[config.mk]
export PLATFORM = sky130hd
export DESIGN_NAME = async_rx_ack_gen
export DESIGN_NICKNAME = d
export VERILOG_FILES = /design/src/rtl/ack_gen_pkg.sv /design/src/rtl/rx_hdr_latch.sv /design/src/rtl/rx_quad_counter.sv /design/src/rtl/ack_code_select.sv /design/src/rtl/async_rx_ack_gen.sv
export SDC_FILE = /design/constraint.sdc
export NUM_CORES = 1
export LEC_CHECK = 0
export ABC_AREA = 1
export BUFFER_PORTS_ARGS = -buffer_cell sky130_fd_sc_hd__buf_2
export CELL_PAD_IN_SITES_DETAIL_PLACEMENT = 0
export CELL_PAD_IN_SITES_GLOBAL_PLACEMENT = 1
export CORE_AREA = 3 3 128 81
export DETAILED_ROUTE_END_ITERATION = 10
export DIE_AREA = 0 0 131 84
export HOLD_SLACK_MARGIN = 0.02
export PLACE_DENSITY_LB_ADDON = 0.1
export SYNTH_ARGS = -nofsm -noshare
export SYNTH_HDL_FRONTEND = slang
export SYNTH_SLANG_ARGS = --single-unit
[constraint.sdc]
create_clock -name clk -period 3.1 [get_ports clk]
set_input_delay 0.62 -clock clk [delete_from_list [all_inputs] [get_ports clk]]
set_output_delay 0.62 -clock clk [all_outputs]
set_load 0.05 [all_outputs]
[src/rtl/ack_gen_pkg.sv]
package ack_gen_pkg;

  typedef enum logic [1:0] {
    KIND_READ  = 2'b00,
    KIND_WRITE = 2'b01,
    KIND_LOCK  = 2'b10,
    KIND_OTHER = 2'b11
  } rx_kind_e;

  localparam logic [3:0] ACK_NONE     = 4'b0000;
  localparam logic [3:0] ACK_COMPLETE = 4'b0001;
  localparam logic [3:0] ACK_PENDING  = 4'b0010;
  localparam logic [3:0] ACK_DATA_ERR = 4'b1101;

  typedef struct packed {
    rx_kind_e kind;
    logic     queue;
  } rx_hdr_t;

endpackage

[src/rtl/rx_hdr_latch.sv]
module rx_hdr_latch
  import ack_gen_pkg::*;
#(
  parameter int LEN_W = 16,
  localparam int QW   = LEN_W - 1
) (
  input  logic             clk,
  input  logic             rst_n,
  input  logic             start,
  input  logic [1:0]       kind_in,
  input  logic             queue_in,
  input  logic [LEN_W-1:0] len_in,
  output rx_hdr_t          hdr_eff,
  output logic [QW-1:0]    exp_eff
);

  logic [LEN_W:0]  len_rnd;
  logic [QW-1:0]   exp_now;
  rx_hdr_t         hdr_now;
  rx_hdr_t         hdr_q, hdr_d;
  logic [QW-1:0]   exp_q, exp_d;

  // Round the byte length up to whole quadlets.
  always_comb begin
    len_rnd = {1'b0, len_in} + (LEN_W+1)'(3);
    exp_now = len_rnd[LEN_W:2];
    hdr_now.kind  = rx_kind_e'(kind_in);
    hdr_now.queue = queue_in;
  end

  always_comb begin
    hdr_d = hdr_q;
    exp_d = exp_q;
    if (start) begin
      hdr_d = hdr_now;
      exp_d = exp_now;
    end
  end

  always_ff @(posedge clk or negedge rst_n) begin
    if (!rst_n) begin
      hdr_q <= '{kind: KIND_READ, queue: 1'b0};
      exp_q <= '0;
    end else if (start) begin
      hdr_q <= hdr_d;
      exp_q <= exp_d;
    end
  end

  // The start cycle takes the header straight from the inputs (single-cycle packets).
  always_comb begin
    hdr_eff = start ? hdr_now : hdr_q;
    exp_eff = start ? exp_now : exp_q;
  end

endmodule

[src/rtl/rx_quad_counter.sv]
module rx_quad_counter #(
  parameter int QW = 15
) (
  input  logic          clk,
  input  logic          rst_n,
  input  logic          start,
  input  logic          beat,
  output logic [QW-1:0] total,
  output logic          total_ovf
);

  logic [QW-1:0] cnt_q;
  logic          ovf_q;
  logic [QW-1:0] base;
  logic          base_ovf;
  logic          at_max;
  logic          cnt_en;

  always_comb begin
    base      = start ? '0   : cnt_q;
    base_ovf  = start ? 1'b0 : ovf_q;
    at_max    = &base;
    total     = (at_max || !beat) ? base : base + QW'(1);
    total_ovf = base_ovf | (at_max & beat);
    cnt_en    = start | beat;
  end

  always_ff @(posedge clk or negedge rst_n) begin
    if (!rst_n) begin
      cnt_q <= '0;
      ovf_q <= 1'b0;
    end else if (cnt_en) begin
      cnt_q <= total;
      ovf_q <= total_ovf;
    end
  end

endmodule

[src/rtl/ack_code_select.sv]
module ack_code_select
  import ack_gen_pkg::*;
(
  input  rx_hdr_t    hdr,
  input  logic       crc_good,
  input  logic       len_bad,
  input  logic       bulk_pend,
  input  logic       ctrl_pend,
  output logic [3:0] code
);

  logic pend_sel;

  always_comb begin
    pend_sel = hdr.queue ? ctrl_pend : bulk_pend;
    if (!crc_good || len_bad)
      code = ACK_DATA_ERR;
    else if (hdr.kind == KIND_READ)
      code = ACK_PENDING;
    else if (pend_sel)
      code = ACK_PENDING;
    else
      code = ACK_COMPLETE;
  end

endmodule

[src/rtl/async_rx_ack_gen.sv]
module async_rx_ack_gen
  import ack_gen_pkg::*;
#(
  parameter int LEN_W = 16
) (
  input  logic             clk,
  input  logic             rst_n,
  input  logic             pkt_start,
  input  logic [1:0]       pkt_kind,
  input  logic             pkt_queue,
  input  logic [LEN_W-1:0] decl_len,
  input  logic             pay_valid,
  input  logic             pkt_end,
  input  logic             crc_ok,
  input  logic             bulk_pend_en,
  input  logic             ctrl_pend_en,
  output logic             ack_valid,
  output logic [3:0]       ack_code
);

  localparam int QW = LEN_W - 1;

  rx_hdr_t       hdr_eff;
  logic [QW-1:0] exp_eff;
  logic [QW-1:0] total;
  logic          total_ovf;
  logic          len_bad;
  logic [3:0]    code_sel;
  logic          vld_d;
  logic [3:0]    code_d;

  rx_hdr_latch #(.LEN_W(LEN_W)) u_hdr (
    .clk      (clk),
    .rst_n    (rst_n),
    .start    (pkt_start),
    .kind_in  (pkt_kind),
    .queue_in (pkt_queue),
    .len_in   (decl_len),
    .hdr_eff  (hdr_eff),
    .exp_eff  (exp_eff)
  );

  rx_quad_counter #(.QW(QW)) u_cnt (
    .clk       (clk),
    .rst_n     (rst_n),
    .start     (pkt_start),
    .beat      (pay_valid),
    .total     (total),
    .total_ovf (total_ovf)
  );

  always_comb len_bad = total_ovf | (total != exp_eff);

  ack_code_select u_sel (
    .hdr       (hdr_eff),
    .crc_good  (crc_ok),
    .len_bad   (len_bad),
    .bulk_pend (bulk_pend_en),
    .ctrl_pend (ctrl_pend_en),
    .code      (code_sel)
  );

  always_comb begin
    vld_d  = pkt_end;
    code_d = pkt_end ? code_sel : ack_code;
  end

  always_ff @(posedge clk or negedge rst_n) begin
    if (!rst_n) begin
      ack_valid <= 1'b0;
      ack_code  <= ACK_NONE;
    end else begin
      ack_valid <= vld_d;
      if (pkt_end) ack_code <= code_d;
    end
  end

endmodule

# After elaboration in Yosys (flattened, before gate mapping)
# Cells that the tools add are included.
# word_totals
out_inout_bits,5
regBits,39
in_bits,27
wordCells,29
# classes
mux,9
reduce_logical,6
bitwise_logic,4
add_sub_neg,2
eq_ne,1
# ops
op,n
$mux W15,3
$add A16 B2 Y17 const B,1
$add A15 B1 Y15 const B,1
$ne A15 B15 Y1,1
$reduce_and A15 Y1,1
$mux W4,2
$mux W3,1
$or A1 B1 Y1,3
$logic_not A1 Y1,2
$logic_not A2 Y1,1
$logic_or A1 B1 Y1,2
$mux W1,2
$mux W2,1
$and A1 B1 Y1,1

# Longest topological paths before layout
# depth
ltp_word,8
depth_mapped,24
mapped_depth_nobuf,21

# Modules after synthesis
# Synthesis repeated with hierarchy kept, for this count alone.
# hier_totals
hier_cells,451
hier_area_um2,2886.5
# modules_own_cells
module,area_per_inst_um2,seq_area_each_um2,cells_each,instances
rx_quad_counter,1260.0,400.4,188,1
rx_hdr_latch,1063.5,450.4,155,1
async_rx_ack_gen,494.2,125.1,95,1
ack_code_select,68.8,0.0,13,1

# Worst setup path before layout
# No wires, ideal clock.
# synth_timing
path_kind,input to register
start,input port pkt_start
end,register ack_code[1]
required_time_ns,3.031
setup_time_ns,0.069
arrival_time_ns,2.735
path_buffers,4
cell_stages,24
setup_slack_ns,0.296
cell_sequence,buf_6 > inv_8 > buf_6 > buf_2 > nand2_1 > inv_1 > ha_1 > nand2_1 > nor2_4 > nand2_2 > nor2_4 > nand2_2 > buf_6 > nand3_2 > nand2_1 > nand2_1 > nand2_1 > nor2_1 > nand2_1 > nor2_1 > nand3_1 > nand2_1 > nand2_1 > nor2_2
# synth_via
elab_chain_len,8
elab_cells_between_ends,18
cone_classes,1 x add/sub; 1 x eq/ne; 9 x mux; 3 x bitwise; 4 x reduce/logical
# synth_lines
element,line,text
"start, declared",async_rx_ack_gen.sv:8,"input logic pkt_start,"
"parallel branches: the longest is 7 deep, another holds $add A15 B1 Y15",-,
$mux W4 *,ack_code_select.sv:16,if (!crc_good || len_bad)
"end signal, assigned",async_rx_ack_gen.sv:74,if (pkt_end) ack_code <= code_d;
"end, declared",async_rx_ack_gen.sv:18,output logic [3:0] ack_code
# Every way passes the cells marked *.
# A chain may end at the register's enable or synchronous reset.

# Worst setup path after layout
# Same ends and word-level chain as after synthesis.

==> summary.txt <==
ANT nets after route -> 0
Synth cell types -> 32
Die Wd -> 131 µm
Std cell rows -> 27
Endpoints failing setup -> 0
Status -> completed
Min-delay worst type -> input pin to asynchronous set/reset pin
Syn_nets -> 455
ANT cells -> 0
Clk Latency, worst-skew pair -> 0.28 ns
Async set-reset flop share out of synthesis -> 1.00
HPWL after DPL -> 6.16 mm
Largest net degree at the start of global routing -> 39
Worst-path fanout max -> 3
GRT overflow -> 0
P per Cell Area -> 415 nW/µm²
Fillers -> 1009
CTS tree -> yes
Initial Util -> 0.299
Final Wtd Congestion -> 0.894
Core area -> 9160 µm²
Cell Area, Synth -> 2740 µm²
Grt met3 use -> 0.0345
Max-cap violations -> 0
Final cycle utilization of the critical path -> 0.868
1st-pass router iterations -> 4
Setup Skew -> 0.00260 ns
Setup WS post-layout -> 0.408 ns
Crit path capture type -> register
Post-synth EDFFs -> 0
I/O pins -> 32
Worst-path clk slew -> 0.06 ns
Crit path time final -> 2.69 ns
Slew HR -> 0.400
M2 GR Usage -> 0.190
Initial antenna violation count -> 0
CTS sink count -> 38
Setup Buffers After CTS -> 0
Port bufs -> 31
Total Routed Length -> 7.64 mm
Number of global-route vias before repair -> 2393
Fin. Hold Viols -> 0
Startpoint Class -> input pin
CP Class -> input pin to register
Fmax -> 371 MHz
Peak VDD IR -> 0.192 mV
Post-cts sizing count -> 0
Multi-input gate area -> 1430 µm²
Setup Total Neg Slack -> 0 ns
H-tree depth -> 2
Hold Buf Count CTS -> 0
Yosys top cell area share -> 0.347
First-pass GRT wire length -> 12.5 mm
GRT Total Usage -> 0.146
Die span in y -> 84 µm
Syn Inst Count -> 427
Drc violations -> 0
P_leak -> 1.78 nW
RSZ-0062 raised after global routing -> false
Layout cells sized above 1 -> 0.165
Layer with the highest usage -> met1
Final nets -> 489
CP required -> 3.32 ns
GR Util met1 -> 0.239
Synthesis-stage register bit count -> 38
Synth-to-Final Area Change -> 16.5%
CTS Buf Count -> 5
Leading area contributor after synthesis -> dfrtp_1
Crit path DAT -> 2.91 ns
YS warnings -> 0
Syn Area/Cell -> 6.42 µm²
DR WL/cell -> 12.9 µm
Overall die area -> 11000 µm²
Synth Flop Type -> dfrtp_1
Dpl ws -> 0.121 ns
Vias -> 2553
CTS root buf -> clkbuf_16
Synth area leaders -> dfrtp_1, nand2_1, inv_1
Slew @ Worst Pin -> 0.901 ns
FF+latch area -> 951 µm²
Post-synthesis sequential area ratio -> 0.347
Final Max Tran Viols -> 0
Drt via density -> 4.31
Iteration-0 DRC Markers -> 153
Clk buf depth -> 2
Pwr Total -> 1.33 mW
[registers in the layout, indices dropped and copies added (netlist names)]
signal	cells
u_hdr.hdr_q	3
u_hdr.exp_q	15
u_cnt.ovf_q	1
ack_valid	1
u_cnt.cnt_q	15
ack_code	3
[through the flow]
| stage | hold WS (ns) | area [µm²] | instances | util |
|---|---|---|---|---|
| finish | 0.455 | 3190 | 592 | 0.349 |
| global route | 0.513 | 3190 | 592 | 0.349 |
| CTS | 0.486 | 3190 | 592 | 0.349 |
| detailed placement | 0.471 | 3040 | 584 | 0.332 |
| global placement | 0.461 | 3040 | 584 | 0.332 |
| floorplan | 0.324 | 2740 | 427 | - |
[kinds of logic (layout without fill, tap and decap cells)]
group,count (synthesis),in the layout,synth area share
buf+inv,85,120,0.131
fa+ha+maj,1,1,0.00456
simple gates,284,284,0.472
flops,38,38,0.347
xor+xnor,6,6,0.0192
compound gates,13,13,0.0256
[worst max-delay path, stage by stage]
cell     delay, ns
buf_2         0.14
inv_8         0.06
nand2_1       0.06
inv_1         0.08
ha_1          0.17
nand2_1       0.11
inv_1         0.08
nand2_1       0.07
nor2_1        0.20
nand2_1       0.12
nor2_1        0.15
nand3_1       0.12
nand3_1       0.16
nand2_1       0.06
nor2_1        0.09
nand2_1       0.05
nor2_1        0.17
nand3_1       0.13
nand2_1       0.11
nand2_1       0.07
nor2_2        0.08
[cell usage in the layout (no fill, tap or decap), types with 6 or more instances in the layout]
master,count
buf_2,31
nor2_2,6
nor2_1,52
nand3_1,43
o21ai_0,7
dfrtp_1,38
inv_1,71
nand4_1,8
nand2_1,150
[worst paths after layout]
| check | start | to | slack, ns | cells after the start |
|---|---|---|---|---|
| max | pkt_start | ack_code[1] | 0.41 | 21 |
| min | rst_n | u_hdr.exp_q[0] | 0.46 | 1 |
| max reg2reg | u_cnt.cnt_q[0] | ack_code[1] | 0.57 | 19 |
| min reg2reg | u_hdr.hdr_q[1] | u_hdr.hdr_q[1] | 0.48 | 2 |
| max in group asynchronous | rst_n | ack_code[1] | 2.07 | 1 |
| min in group clk | u_hdr.hdr_q[1] | u_hdr.hdr_q[1] | 0.48 | 2 |
[where the power goes]
group	internal [mW]	switching, mW	total [mW]
combinational	0.0798	0.169	0.248
sequential	0.531	0.0168	0.548
clock	0.319	0.212	0.530
total	0.929	0.397	1.33
[final cells by class]
type,instances,area share
multi-input combinational,304,0.448
timing repair buffer,36,0.0643
clock inverter,2,0.00392
sequential,38,0.298
tap,130,0.0509
clock buffer,6,0.0435
inverter,76,0.0917
[synth_stat cells (3+ instances only)]
master and count:
inv_1 71, buf_2 3, nand2_2 5, nor2_4 3, or2_2 4, inv_2 3, o21ai_0 7, nand3_2 5
nand4_1 8, nor2_1 52, nand3_1 43, dfrtp_1 38, nor2_2 6, buf_6 3, nand2_1 150, xor2_1 5
[layer usage]
| layer | up-vias | share of wire | routed length, µm |
|---|---|---|---|
| li1 | 1371 | - | - |
| met1 | 1145 | 0.59 | 4480 |
| met2 | 30 | 0.37 | 2860 |
| met3 | 7 | 0.031 | 237 |
| met4 | 0 | 0.0081 | 62 |
| met5 | - | 0 | 0 |
(Power assumes the default switching activity.)
